--- src/rtl/refill_pkg.sv ---
package refill_pkg;

  // order in which the words of a line are fetched
  typedef enum logic {
    ORDER_LINEAR = 1'b0,
    ORDER_WRAP   = 1'b1
  } fill_order_e;

endpackage

--- src/rtl/refill_order.sv ---
// Maps the k-th transfer of a line to its word position.
module refill_order
  import refill_pkg::*;
#(
  parameter int OFS_W = 2
) (
  input  fill_order_e        policy,
  input  logic [OFS_W-1:0]   crit,
  input  logic [OFS_W-1:0]   step,
  output logic [OFS_W-1:0]   word
);

  // the offset width is log2 of the line size, so the add wraps modulo the line
  always_comb begin
    if (policy == ORDER_WRAP) word = crit + step;
    else                      word = step;
  end

endmodule

--- src/rtl/refill_issue.sv ---
// Issues the word requests of one line, holding each until memory takes it.
module refill_issue
  import refill_pkg::*;
#(
  parameter int BLK_W = 28,
  parameter int WORDS = 4
) (
  input  logic                          clk,
  input  logic                          rst,
  input  logic                          start,
  input  logic [BLK_W-1:0]              blk,
  input  logic [$clog2(WORDS)-1:0]      crit,
  input  fill_order_e                   policy,
  input  logic                          req_ready,
  output logic                          req_valid,
  output logic [BLK_W+$clog2(WORDS)-1:0] req_addr
);

  localparam int OFS_W = $clog2(WORDS);
  localparam logic [OFS_W-1:0] LAST = OFS_W'(WORDS - 1);

  logic [OFS_W-1:0] step_q;
  logic [BLK_W-1:0] blk_q;
  logic [OFS_W-1:0] crit_q;
  fill_order_e      pol_q;
  logic             valid_q;
  logic [BLK_W+OFS_W-1:0] addr_q;

  logic             take;
  fill_order_e      sel_pol;
  logic [OFS_W-1:0] sel_crit;
  logic [OFS_W-1:0] sel_step;
  logic [BLK_W-1:0] sel_blk;
  logic [OFS_W-1:0] next_word;

  assign take = valid_q & req_ready;

  // one order unit serves both the first word of a line and every later one
  always_comb begin
    if (start) begin
      sel_pol  = policy;
      sel_crit = crit;
      sel_step = '0;
      sel_blk  = blk;
    end else begin
      sel_pol  = pol_q;
      sel_crit = crit_q;
      sel_step = step_q + 1'b1;
      sel_blk  = blk_q;
    end
  end

  refill_order #(.OFS_W(OFS_W)) u_order (
    .policy (sel_pol),
    .crit   (sel_crit),
    .step   (sel_step),
    .word   (next_word)
  );

  always_ff @(posedge clk) begin
    if (rst) begin
      valid_q <= 1'b0;
      step_q  <= '0;
    end else if (start) begin
      valid_q <= 1'b1;
      step_q  <= '0;
    end else if (take) begin
      if (step_q == LAST) valid_q <= 1'b0;
      step_q <= step_q + 1'b1;
    end
  end

  always_ff @(posedge clk) begin
    if (start) begin
      blk_q  <= blk;
      crit_q <= crit;
      pol_q  <= policy;
      addr_q <= {sel_blk, next_word};
    end else if (take && step_q != LAST) begin
      addr_q <= {sel_blk, next_word};
    end
  end

  assign req_valid = valid_q;
  assign req_addr  = addr_q;

endmodule

--- src/rtl/refill_collect.sv ---
// Places returning words into the data array and forwards the missed one.
module refill_collect
  import refill_pkg::*;
#(
  parameter int BLK_W  = 28,
  parameter int DATA_W = 32,
  parameter int WORDS  = 4
) (
  input  logic                      clk,
  input  logic                      rst,
  input  logic                      start,
  input  logic [BLK_W-1:0]          blk,
  input  logic [$clog2(WORDS)-1:0]  crit,
  input  fill_order_e               policy,
  input  logic                      rsp_valid,
  input  logic [DATA_W-1:0]         rsp_data,
  output logic                      wr_en,
  output logic [BLK_W-1:0]          wr_blk,
  output logic [$clog2(WORDS)-1:0]  wr_ofs,
  output logic [DATA_W-1:0]         wr_data,
  output logic                      fwd_valid,
  output logic [DATA_W-1:0]         fwd_data,
  output logic                      last_wr
);

  localparam int OFS_W = $clog2(WORDS);
  localparam logic [OFS_W-1:0] LAST = OFS_W'(WORDS - 1);

  logic             active_q;
  logic [OFS_W-1:0] step_q;
  logic [BLK_W-1:0] blk_q;
  logic [OFS_W-1:0] crit_q;
  fill_order_e      pol_q;
  logic             we_q;
  logic             fwd_q;
  logic             last_q;
  logic [OFS_W-1:0] ofs_q;
  logic [DATA_W-1:0] data_q;
  logic [DATA_W-1:0] fwd_data_q;
  logic [OFS_W-1:0] word;
  logic             accept;

  assign accept = active_q & rsp_valid & ~start;

  refill_order #(.OFS_W(OFS_W)) u_order (
    .policy (pol_q),
    .crit   (crit_q),
    .step   (step_q),
    .word   (word)
  );

  always_ff @(posedge clk) begin
    if (rst) begin
      active_q <= 1'b0;
      step_q   <= '0;
      we_q     <= 1'b0;
      fwd_q    <= 1'b0;
      last_q   <= 1'b0;
    end else begin
      we_q   <= accept;
      fwd_q  <= accept && (word == crit_q);
      last_q <= accept && (step_q == LAST);
      if (start) begin
        active_q <= 1'b1;
        step_q   <= '0;
      end else if (accept) begin
        if (step_q == LAST) active_q <= 1'b0;
        step_q <= step_q + 1'b1;
      end
    end
  end

  // data path without reset so it maps onto plain flops / RAM write registers
  always_ff @(posedge clk) begin
    if (start) begin
      blk_q  <= blk;
      crit_q <= crit;
      pol_q  <= policy;
    end
    if (accept) begin
      ofs_q  <= word;
      data_q <= rsp_data;
      if (word == crit_q) fwd_data_q <= rsp_data;
    end
  end

  assign wr_en     = we_q;
  assign wr_blk    = blk_q;
  assign wr_ofs    = ofs_q;
  assign wr_data   = data_q;
  assign fwd_valid = fwd_q;
  assign fwd_data  = fwd_data_q;
  assign last_wr   = last_q;

endmodule

--- src/rtl/line_refill_ctrl.sv ---
module line_refill_ctrl
  import refill_pkg::*;
#(
  parameter int BLK_W  = 28,
  parameter int DATA_W = 32,
  parameter int WORDS  = 4
) (
  input  logic                          clk,
  input  logic                          rst,
  input  logic                          miss_valid,
  output logic                          miss_ready,
  input  logic [BLK_W-1:0]              miss_blk,
  input  logic [$clog2(WORDS)-1:0]      miss_ofs,
  input  logic                          miss_crit_first,
  output logic                          mem_req_valid,
  input  logic                          mem_req_ready,
  output logic [BLK_W+$clog2(WORDS)-1:0] mem_req_addr,
  input  logic                          mem_rsp_valid,
  input  logic [DATA_W-1:0]             mem_rsp_data,
  output logic                          arr_we,
  output logic [BLK_W-1:0]              arr_blk,
  output logic [$clog2(WORDS)-1:0]      arr_ofs,
  output logic [DATA_W-1:0]             arr_wdata,
  output logic                          cpu_valid,
  output logic [DATA_W-1:0]             cpu_data,
  output logic                          fill_done,
  output logic [BLK_W-1:0]              fill_blk
);

  logic        busy_q;
  logic        done_q;
  logic [BLK_W-1:0] fill_blk_q;
  logic        start;
  logic        last_wr;
  fill_order_e policy;

  assign start  = miss_valid & ~busy_q;
  assign policy = fill_order_e'(miss_crit_first);

  refill_issue #(.BLK_W(BLK_W), .WORDS(WORDS)) u_issue (
    .clk       (clk),
    .rst       (rst),
    .start     (start),
    .blk       (miss_blk),
    .crit      (miss_ofs),
    .policy    (policy),
    .req_ready (mem_req_ready),
    .req_valid (mem_req_valid),
    .req_addr  (mem_req_addr)
  );

  refill_collect #(.BLK_W(BLK_W), .DATA_W(DATA_W), .WORDS(WORDS)) u_collect (
    .clk       (clk),
    .rst       (rst),
    .start     (start),
    .blk       (miss_blk),
    .crit      (miss_ofs),
    .policy    (policy),
    .rsp_valid (mem_rsp_valid),
    .rsp_data  (mem_rsp_data),
    .wr_en     (arr_we),
    .wr_blk    (arr_blk),
    .wr_ofs    (arr_ofs),
    .wr_data   (arr_wdata),
    .fwd_valid (cpu_valid),
    .fwd_data  (cpu_data),
    .last_wr   (last_wr)
  );

  always_ff @(posedge clk) begin
    if (rst) begin
      busy_q <= 1'b0;
      done_q <= 1'b0;
    end else begin
      done_q <= last_wr;
      if (start)        busy_q <= 1'b1;
      else if (last_wr) busy_q <= 1'b0;
    end
  end

  always_ff @(posedge clk) begin
    if (last_wr) fill_blk_q <= arr_blk;
  end

  assign miss_ready = ~busy_q;
  assign fill_done  = done_q;
  assign fill_blk   = fill_blk_q;

endmodule

--- config.mk ---
export PLATFORM = sky130hd
export DESIGN_NAME = line_refill_ctrl
export DESIGN_NICKNAME = d
export VERILOG_FILES = /design/src/rtl/refill_pkg.sv /design/src/rtl/refill_order.sv /design/src/rtl/refill_issue.sv /design/src/rtl/refill_collect.sv /design/src/rtl/line_refill_ctrl.sv
export SDC_FILE = /design/constraint.sdc
export NUM_CORES = 1
export LEC_CHECK = 0
export BUFFER_PORTS_ARGS = -buffer_cell sky130_fd_sc_hd__buf_2
export CAP_MARGIN = 20
export CORE_ASPECT_RATIO = 1.75
export CORE_UTILIZATION = 40
export DETAILED_ROUTE_END_ITERATION = 8
export PLACE_DENSITY = 0.74
export SLEW_MARGIN = 5
export SYNTH_ARGS = -nofsm -noshare
export SYNTH_HDL_FRONTEND = slang
export SYNTH_SLANG_ARGS = --single-unit
--- constraint.sdc ---
create_clock -name clk -period 6.5 [get_ports clk]
set_input_delay 0.65 -clock clk [delete_from_list [all_inputs] [get_ports clk]]
set_output_delay 0.65 -clock clk [all_outputs]
set_load 0.01 [all_outputs]
==> summary.md, run 1 <==
| Metric | Value |
|---|---|
| Status | completed |
| DRC viols | 0 |
| Synth async-reset ratio | 0% |
| Full die area | 16160 um^2 |
| Slowest stage delay, CP | 0.75 ns |
| Wirelength per Cell | 16.98 um |
| Mux contribution to synthesized area | 0.1801% |
| Clock sinks | 197 |
| Cell family with most CP delay | buffers and inverters |
| Pin count of the biggest net entering global routing | 66 |
| RSZ-0062 raised after global routing | false |
| Die Y | 167.4 um |
| DP HPWL | 9.608 mm |
| Placement Setup Slack | 3.242 ns |
| Largest family of logic cells by synthesized area | simple AND/OR/NAND/NOR gates |
| Crit path time final | 2.865 ns |
| Layout area overhead | 31.75% |
| Critical Path AT | 3.03 ns |
| CP endpoint kind | register |
| Max Root-Sink Buffers | 2 |
| Fin. Hold Viols | 0 |
| H-tree depth | 4 |
| Crit path cell chain | nand2b_2 -> inv_4 -> nor2_1 -> ha_1 -> xnor2_1 -> o211ai_1 -> o211ai_2 |
| Via count | 3705 |
| Post-route cell area | 8239 um^2 |
| EDFF count, synth | 155 |
| Total GRT Usage | 16.69% |
| Post-CTS sizing | 0 |
| PnR worst setup slack | 3.635 ns |
| Via/cell ratio | 4.696 |
| CTS tree | yes |
| Layout cells sized above 1 | 44.02% |
| Pleak | 3.434 nW |
| Area occupied by multi-input gates | 723.2 um^2 |
| Clk root buf | clkbuf_16 |
| Vias in the first global route | 3752 |
| CP bufs+invs | 1 |
| Remaining global-route overflow | 0 |
| Power density over cell area | 325.6 nW/um^2 |
| Post-synth cell types | 27 |
| Total CTS buffers | 17 |
| Synth Warn # | 0 |
| Setup TNS | 0 ns |
| Critical Path Start Type | register |
| Die X | 96.52 um |
| Placer Congestion | 0.7049 |
| Synth Cell Area | 6253 um^2 |
| HP Class | input pin to register |
| Maximum clock rate | 349.1 MHz |
| Max_slew headroom | 31.45% |
| Synth Area in Simple Gates | 7.443% |
| Synth Flop Type | edfxtp_1 |
| Top Ports | 225 |
| Cts-stage hold buffer count | 0 |
| Input/output buffers | 224 |
| CP max FO | 65 |
| Initial DRC Count | 117 |
| DRT Pass-1 Iters | 7 |
| Routed wire length | 13.40 mm |
| Tightest Pin Transition | 1.026 ns |
| Core Region | 15310 um^2 |
| Final-report max-slew violation count | 0 |
| Synth Net Count | 424 |
| Post-synthesis compound-gate area fraction | 1.341% |
| FF+latch area | 5497 um^2 |
| Flops & latches, synth | 197 |
| Initial antenna violation count | 2 |
| Post-Syn Area per Cell | 17.77 um^2 |
| Post-route ant nets | 0 |
| Filler Cells Inserted | 1260 |
| Post-Syn Instances | 352 |
| Period utilisation layout | 44.07% |
| Site row count | 60 |
| Nets@finish | 661 |
| Worst vdd ir | 0.0001889 V |
| Initial Utilization | 40.83% |
| Total setup buffers inserted after CTS | 0 |
| Clk_skew | 0.01002 ns |
| Clock latency on the worst-skew pair | 0.42 ns |
| Register area share after synthesis | 87.88% |
| Final worst hold slack | 0.4138 ns |
| Final setup viols | 0 |
| Placed Area | 7619 um^2 |
| Required time of the critical path | 6.67 ns |
| First-pass GRT wire length | 19.41 mm |
| Maxcap violations | 0 |
| CTS clock-pin slew for the worst setup and hold paths | 0.08 ns |
| Area share of fa/ha/maj cells after synthesis | 0.8003% |
| CP Class | register to register |
| Post-Synth XOR/XNOR Area | 1.401% |
| CP max stage cell | inv_4 |
[per-layer routing]
layer / vias to the layer above / track usage, % / wire (um)
li1: 1728 / - / -
met1: 1762 / 15.97 / 4691
met2: 188 / 31.14 / 7242
met3: 27 / 4.859 / 1100
met4: 0 / 7.864 / 361
met5: - / 0 / 0
[stage by stage]
| step | std cells | util, % | power (mW) |
|---|---|---|---|
| 3_5_place_dp | 755 | 49.75 | 1.691 |
| 2_1_floorplan | 352 | - | 1.591 |
| 6_report | 789 | 53.80 | 2.682 |
| 5_1_grt | 789 | 53.80 | 2.784 |
| 3_3_place_gp | 754 | 49.57 | 1.676 |
| 4_1_cts | 787 | 53.60 | 2.708 |
[cell usage in the layout, fill, tap and decap left out, types with 2 or more instances in the layout]
cell type and n:
nand3_1 4, buf_2 224, or3_1 2, xor2_1 6
inv_8 4, a21oi_1 5, clkinv_8 3, nor2_1 6
buf_16 2, clkinv_4 3, xnor2_1 4, nand2_1 98
inv_6 2, ha_1 4, clkbuf_16 17, edfxtp_1 155
dfxtp_1 41, inv_1 3
[state kept, by name, summed over array words and instances, names as in the netlist, 2 cells and up]
register / flops
u_issue.step_q: 2
u_issue.crit_q: 2
u_collect.wr_ofs: 2
u_issue.blk_q: 28
u_collect.fwd_data: 32
u_collect.step_q: 2
u_issue.req_addr: 30
u_collect.wr_data: 32
u_collect.crit_q: 2
u_collect.wr_blk: 28
fill_blk: 28
[cells by family (layout without fill, tap and decap cells)]
logic type	Yosys count	count (layout)
DFF	197	197
buffers and inverters	12	262
AOI/OAI and AO/OA	12	12
xor gates and xnor gates	10	10
other	0	1
muxes	1	1
and+or+nand+nor	116	116
adders and majority gates	4	4
[path summary, 6_finish.rpt]
kind	startpoint	endpoint	slack (ns)	cells after the start
max	busy_q	u_issue.req_addr[1]	3.64	7
min reg2reg	u_collect.wr_blk[16]	fill_blk[16]	0.44	0
min	miss_crit_first	u_collect.pol_q	0.41	1
max reg2reg	busy_q	u_issue.req_addr[1]	3.64	7
[where the power goes]
part	internal, mW	switching [mW]	total (mW)	leakage (nW)
clock	0.520	0.500	1.02	0.284
sequential	1.45	0.0257	1.47	1.80
combinational	0.0708	0.118	0.189	1.35
total	2.04	0.644	2.68	3.43
[cell usage after synthesis, drive strengths merged (2+ instances only)]
master  instances  area, um^2
a21oi           6       30.03
buf             5       31.28
clkbuf          3       11.26
dfxtp          42       840.8
edfxtp        155        4654
ha              4       50.05
inv             4       17.52
nand2          98       367.9
nand2b          2       12.51
nand3           4       20.02
nor2            6       22.52
o211ai          2       20.02
or3             2       12.51
xnor2           4       35.03
xor2            6       52.55
[layout make-up]
class                           count  share of cell area (%)
Multi-Input combinational cell    143                   8.778
Timing Repair Buffer              226                   14.27
Tap cell                          186                   2.825
Antenna cell                        1                 0.03037
Sequential cell                   197                   66.71
Clock buffer                       18                   5.209
Clock inverter                     14                   1.959
Inverter                            4                  0.2126
Note: power is estimated with default switching activity, not from simulation.
==> run 2, diff against run 1 <==
Clock period 6.5 ns to 2.7 ns, I/O delays scaled along.
==> run 2 against run 1 <==
Effect of this change:
- worst hold slack lost 0.39 ns
- critical path depth shrank 2
- clock skew grew 0.0025 ns
- core utilization grew 0.17 points
- final cell count grew 0.51%
- fmax grew 37%
- worst setup slack lost 3.0 ns
- routed wire length shrank 1.8%
- sequential share of layout area shrank 0.21 points
- final area grew 0.32%
- largest cell class unchanged
==> summary.md, run 2 (synthesized netlist as in run 1, its figures left out) <==
| Metric | Value |
|---|---|
| Total GRT Usage | 16.30% (was 16.69%) |
| Flop2flop setup slack | 0.61 ns (was 3.64 ns) |
| Critical Path Start Type | register (unchanged) |
| CTS tree | yes (unchanged) |
| Maximum clock rate | 477.9 MHz (was 349.1 MHz) |
| Input/output buffers | 224 (unchanged) |
| Critical Path AT | 2.17 ns (was 3.03 ns) |
| Layout area overhead | 32.17% (was 31.75%) |
| Wirelength per Cell | 16.58 um (was 16.98 um) |
| Fin. Hold Viols | 0 (unchanged) |
| Maxcap violations | 0 (unchanged) |
| DP HPWL | 9.548 mm (was 9.608 mm) |
| # diodes | 0 (was 1) |
| RR Startpoint | u_collect.crit_q[0] (was busy_q) |
| Tightest Pin Transition | 0.8606 ns (was 1.026 ns) |
| RSZ-0062 raised after global routing | false (unchanged) |
| First-pass GRT wire length | 19.06 mm (was 19.41 mm) |
| Total setup buffers inserted after CTS | 0 (unchanged) |
| Vias in the first global route | 3762 (was 3752) |
| Initial antenna violation count | 1 (was 2) |
| Max_slew headroom | 42.63% (was 31.45%) |
| Commonest non-fill, non-tap cell in the layout | buf_2 (unchanged) |
| Clk_skew | 0.01251 ns (was 0.01002 ns) |
| Layout cells sized above 1 | 44.48% (was 44.02%) |
| Worst Setup EP | u_collect.fwd_data[4] (was u_issue.req_addr[1]) |
| DRC viols | 0 (unchanged) |
| Worst vdd ir | 0.0004343 V (was 0.0001889 V) |
| Total Power | 6.524 mW (was 2.682 mW) |
| Initial DRC Count | 166 (was 117) |
| Pin count of the biggest net entering global routing | 50 (was 66) |
| Via count | 3733 (was 3705) |
| Hold Path Cell Cnt | 1 (unchanged) |
| Placed Area | 7649 um^2 (was 7619 um^2) |
| Placer Congestion | 0.7899 (was 0.7049) |
| Site row count | 60 (unchanged) |
| CP endpoint kind | register (unchanged) |
| Period utilisation layout | 77.50% (was 44.07%) |
| Top Ports | 225 (unchanged) |
| Total CTS buffers | 17 (unchanged) |
| Final setup viols | 0 (unchanged) |
| Critical R2R Capture | u_collect.fwd_data[4] (was u_issue.req_addr[1]) |
| Core Region | 15310 um^2 (unchanged) |
| Max Root-Sink Buffers | 2 (unchanged) |
| CTS clock-pin slew for the worst setup and hold paths | 0.08 ns (about the same) |
| Status | completed (unchanged) |
| Pleak | 3.461 nW (was 3.434 nW) |
| Die X | 96.52 um (unchanged) |
| Nets@finish | 666 (was 661) |
| Clock latency on the worst-skew pair | 0.43 ns (was 0.42 ns) |
| HP Class | input pin to register (unchanged) |
| Setup TNS | 0 ns (unchanged) |
| CP max FO | 32 (was 65) |
| DRT Pass-1 Iters | 4 (was 7) |
| Reg2reg path depth | 5 (was 7) |
| Post-route cell area | 8265 um^2 (was 8239 um^2) |
| CP Class | register to register (unchanged) |
| Power density over cell area | 789.3 nW/um^2 (was 325.6 nW/um^2) |
| Crit path time final | 2.093 ns (was 2.865 ns) |
| Clk root buf | clkbuf_16 (unchanged) |
| Final-report max-slew violation count | 0 (unchanged) |
| Die Y | 167.4 um (unchanged) |
| Full die area | 16160 um^2 (unchanged) |
| Remaining global-route overflow | 0 (unchanged) |
| Via/cell ratio | 4.707 (was 4.696) |
| Required time of the critical path | 2.77 ns (was 6.67 ns) |
| Clock sinks | 197 (unchanged) |
| H-tree depth | 4 (unchanged) |
| Initial Utilization | 40.83% (unchanged) |
| Post-route ant nets | 0 (unchanged) |
| Worst Setup SP | u_collect.crit_q[0] (was busy_q) |
| Most frequent cells in the layout | buf_2 (224), edfxtp_1 (155), nand2_1 (98), dfxtp_1 (41), clkbuf_16 (17) (unchanged) |
| Routed wire length | 13.15 mm (was 13.40 mm) |
## run 2: cell types whose count changed in the layout (fill, tap and decap cells not counted), sizes merged
| cell | change |
|---|---|
| inv | +3 |
| clkinvlp | -1 |
| buf | +4 |
| clkinv | -2 |
| diode | -1 |
| dlygate4sd3 | +1 |
## run 2: worst min-delay path by stage
stage | from | to | slack (ns)
final | mem_rsp_data[30] | u_collect.wr_data[30] | 0.03
after global routing | miss_blk[11] | u_collect.wr_blk[11] | 0.002
after CTS | mem_rsp_data[30] | u_collect.wr_data[30] | 0.002
after detailed placement | u_collect.wr_blk[10] | fill_blk[10] | 0.43
after global placement | u_issue.blk_q[26] | u_issue.blk_q[26] | 0.42
after floorplan | miss_ofs[0] | u_collect.crit_q[0] | 0.37
## run 2: report_power, final
| part | internal [mW] | switching, mW |
|---|---|---|
| clock network | 1.29 | 1.23 |
| registers | 3.48 | 0.0624 |
| logic | 0.171 | 0.284 |
## run 2: repair_timing
action,in CTS,in global routing
endpoints found under the hold margin,2,0
endpoints found under the setup margin,0,0
hold buffers,1,0
resized for setup,0,0
## run 2: layer usage
layer  wire length (um)  up-vias  track usage (%)
met5                 12        -                0
met2               6888      210            28.93
li1                   -     1739                -
met3               1204       32            5.495
met4                390        2            8.184
met1               4653     1750            16.35
## run 2: final cells by class
| type | instances | area (um^2) |
|---|---|---|
| Timing Repair Buffer | 231 | 1189 |
| Clock inverter | 14 | 167.7 |
| Tap cell | 186 | 232.7 |
| Clock buffer | 18 | 439.2 |
| Inverter | 4 | 17.52 |
| Sequential cell | 197 | 5497 |
| Fill cell | 1246 | 7049 |
| Multi-Input combinational cell | 143 | 723.2 |
## run 2: through the flow
stage	setup WS, ns	util, %	std cells	hold WS [ns]
final	0.6075	53.97	793	0.02852
after global routing	0.4888	53.97	793	0.001570
after CTS	0.6031	53.97	793	0.001991
after detailed placement	0.6394	49.94	760	0.4288
after global placement	0.7062	49.94	760	0.4228
after floorplan	0.3233	-	352	0.3689
## run 2: worst max-delay path, stage by stage, from the launching register on
cell      delay, ns
edfxtp_1       0.45
ha_1           0.36
xnor2_1        0.17
nand3_1        0.17
a21oi_4        0.17
buf_4          0.40
==> run 3, diff against run 2 <==
Clock period 2.7 ns to 2.1 ns, I/O delays scaled along.
==> run 3 against run 2 <==
Effect of this change:
- core utilization rose by 4.2 points
- total power rose by 30%
- clock skew barely moved
- register-to-register slack got worse by 0.50 ns
- count of clock-buffer cells in the layout fell by 1
- routed wire length rose by 9.6%
- die area did not move
- final area rose by 7.7%
- combinational power rose by 53%
- critical path depth did not move
- largest cell class unchanged
- largest power group unchanged
- highest routed layer is now met4
==> summary.md, run 3 (synthesized netlist as in run 1, its figures left out) <==
| Metric | Value |
|---|---|
| Top Ports | 225 (unchanged) |
| # diodes | 0 (unchanged) |
| DRC viols | 0 (unchanged) |
| Cts-stage hold buffer count | 58 (was 1) |
| Clock sinks | 197 (unchanged) |
| Switching power | 2.052 mW (was 1.579 mW) |
| Vias in the first global route | 4139 (was 3762) |
| Placer Congestion | 0.7507 (was 0.7899) |
| Critical Path Start Type | register (unchanged) |
| Max_slew headroom | 57.92% (was 42.63%) |
| Clk root buf | clkbuf_16 (unchanged) |
| Core Region | 15310 um^2 (unchanged) |
| Cell Int Power | 6.399 mW (was 4.944 mW) |
| H-tree depth | 4 (unchanged) |
| Combinational Power Share | 8.2% (was 7.0%) |
| Setup TNS | 0 ns (unchanged) |
| Max Root-Sink Buffers | 2 (unchanged) |
| Switching share of total power | 24.28% (was 24.21%) |
| Pin count of the biggest net entering global routing | 35 (was 50) |
| Die X | 96.52 um (unchanged) |
| Full die area | 16160 um^2 (unchanged) |
| Period utilisation layout | 94.66% (was 77.50%) |
| Maximum clock rate | 503.0 MHz (was 477.9 MHz) |
| Final worst hold slack | 0.02896 ns (was 0.02852 ns) |
| CP endpoint kind | register (unchanged) |
| Status | completed (unchanged) |
| Maxcap violations | 0 (unchanged) |
| Placed cell count | 761 (was 760) |
| Total GRT Usage | 17.71% (was 16.30%) |
| Layout cells sized above 1 | 40.57% (was 44.48%) |
| Total setup buffers inserted after CTS | 0 (unchanged) |
| Cell family with most CP delay | flip-flops (unchanged) |
| CP max FO | 32 (unchanged) |
| Die Y | 167.4 um (unchanged) |
| Clock latency on the worst-skew pair | 0.42 ns (was 0.43 ns) |
| RR Startpoint | u_collect.crit_q[0] (unchanged) |
| DRT Pass-1 Iters | 6 (was 4) |
| Power density over cell area | 949.1 nW/um^2 (was 789.3 nW/um^2) |
| Tightest Pin Transition | 0.6288 ns (was 0.8606 ns) |
| Post-route ant nets | 0 (unchanged) |
| Commonest non-fill, non-tap cell in the layout | buf_2 (unchanged) |
| Site row count | 60 (unchanged) |
| Fin. Hold Viols | 0 (unchanged) |
| Critical Path AT | 2.10 ns (was 2.17 ns) |
| Nets@finish | 727 (was 666) |
| CTS tree | yes (unchanged) |
| Final setup viols | 0 (unchanged) |
| First-pass GRT wire length | 20.69 mm (was 19.06 mm) |
| Clk pwr share | 37.8% (was 38.7%) |
| Required time of the critical path | 2.21 ns (was 2.77 ns) |
| Initial antenna violation count | 0 (was 1) |
| Via count | 3970 (was 3733) |
| Final Instance Count excl. Fillers | 854 (was 793) |
| Total CTS buffers | 17 (unchanged) |
| RSZ-0062 raised after global routing | false (unchanged) |
| Input/output buffers | 224 (unchanged) |
| Via/cell ratio | 4.649 (was 4.707) |
| Slowest stage delay, CP | 0.44 ns (was 0.45 ns) |
| Hold Path Cell Cnt | 1 (unchanged) |
| Hold_sp | mem_rsp_data[31] (was mem_rsp_data[30]) |
| Hold Path End | u_collect.fwd_data[31] (was u_collect.wr_data[30]) |
| Post-CTS sizing | 0 (unchanged) |
| Final-report max-slew violation count | 0 (unchanged) |
| Initial Utilization | 40.83% (unchanged) |
| Critical R2R Capture | u_collect.fwd_data[4] (unchanged) |
| Part of the power in registers | 54.0% (was 54.4%) |
| Filler Cells Inserted | 1192 (was 1246) |
| Worst vdd ir | 0.0005641 V (was 0.0004343 V) |
| Clk_skew | 0.01270 ns (was 0.01251 ns) |
| Layout area overhead | 42.38% (was 32.17%) |
| CTS clock-pin slew for the worst setup and hold paths | 0.08 ns (about the same) |
| Reg2reg path depth | 5 (unchanged) |
| DP HPWL | 10.17 mm (was 9.548 mm) |
| Most frequent cells in the layout | buf_2 (224), edfxtp_1 (155), nand2_1 (98), dlygate4sd3_1 (60), dfxtp_1 (41) (was buf_2 (224), edfxtp_1 (155), nand2_1 (98), dfxtp_1 (41), clkbuf_16 (17)) |
| CP max stage cell | edfxtp_1 (unchanged) |
| Initial DRC Count | 152 (was 166) |
| HP Class | input pin to register (unchanged) |
| Flop2flop setup slack | 0.11 ns (was 0.61 ns) |
| Crit path time final | 1.988 ns (was 2.093 ns) |
| Crit path cell chain | ha_1 -> xnor2_1 -> nand3_1 -> a21oi_4 -> buf_12 (was ha_1 -> xnor2_1 -> nand3_1 -> a21oi_4 -> buf_4) |
| Pleak | 3.723 nW (was 3.461 nW) |
| Wirelength per Cell | 16.87 um (was 16.58 um) |
| CP Class | register to register (unchanged) |
| CP bufs+invs | 1 (unchanged) |
| Routed wire length | 14.41 mm (was 13.15 mm) |
| Remaining global-route overflow | 0 (unchanged) |
-- run 3: cell type report --
| class | instances | area, um^2 | area share [%] |
|---|---|---|---|
| Clock inverter | 15 | 181.4 | 2.038 |
| Clock buffer | 17 | 425.4 | 4.778 |
| Inverter | 4 | 17.52 | 0.1967 |
| Sequential cell | 197 | 5497 | 61.73 |
| Multi-Input combinational cell | 143 | 723.2 | 8.123 |
| Tap cell | 186 | 232.7 | 2.614 |
| Timing Repair Buffer | 292 | 1827 | 20.52 |
-- run 3: power groups by stage --
stage	Combinational [mW]	Clock [mW]	Sequential (mW)
after floorplan	0.214	0	4.71
after global placement	0.570	0	4.64
after detailed placement	0.598	0	4.65
after CTS	0.686	3.27	4.57
after global routing	0.759	3.44	4.59
final	0.694	3.19	4.56
-- run 3: worst max-delay path by stage --
stage / cells after the start / start / to / slack (ns)
3_3_place_gp: 5 / u_collect.crit_q[0] / u_collect.fwd_data[28] / 0.26
4_1_cts: 5 / u_collect.crit_q[0] / u_collect.fwd_data[27] / 0.12
5_1_grt: 5 / u_collect.crit_q[0] / u_collect.fwd_data[27] / 0.06
3_5_place_dp: 5 / u_collect.crit_q[0] / u_collect.fwd_data[10] / 0.14
6_report: 5 / u_collect.crit_q[0] / u_collect.fwd_data[4] / 0.11
2_1_floorplan: 4 / u_collect.crit_q[0] / u_collect.fwd_data[0] / 0.02
-- run 3: per-layer routing --
metal | routed length (um) | track usage (%) | vias up | part of all wire, %
li1 | - | - | 1863 | -
met1 | 5142 | 17.13 | 1873 | 36
met2 | 7691 | 33.16 | 205 | 53
met3 | 1114 | 4.496 | 29 | 7.7
met4 | 457 | 8.632 | 0 | 3.2
met5 | 0 | 0 | - | 0
-- run 3: worst reg2reg max path: stages, from the launching register on --
cell,delay (ns)
edfxtp_1,0.44
ha_1,0.36
xnor2_1,0.19
nand3_1,0.20
a21oi_4,0.25
buf_12,0.24
-- run 3: metrics by stage --
| stage | instance area [um^2] | power (mW) | util [%] | setup slack (ns) |
|---|---|---|---|---|
| floorplan | 6269 | 4.923 | - | 0.02009 |
| global placement | 7669 | 5.212 | 50.07 | 0.2592 |
| detailed placement | 7669 | 5.252 | 50.07 | 0.1445 |
| CTS | 8856 | 8.526 | 57.83 | 0.1172 |
| global route | 8904 | 8.788 | 58.14 | 0.06136 |
| finish | 8904 | 8.451 | 58.14 | 0.1120 |
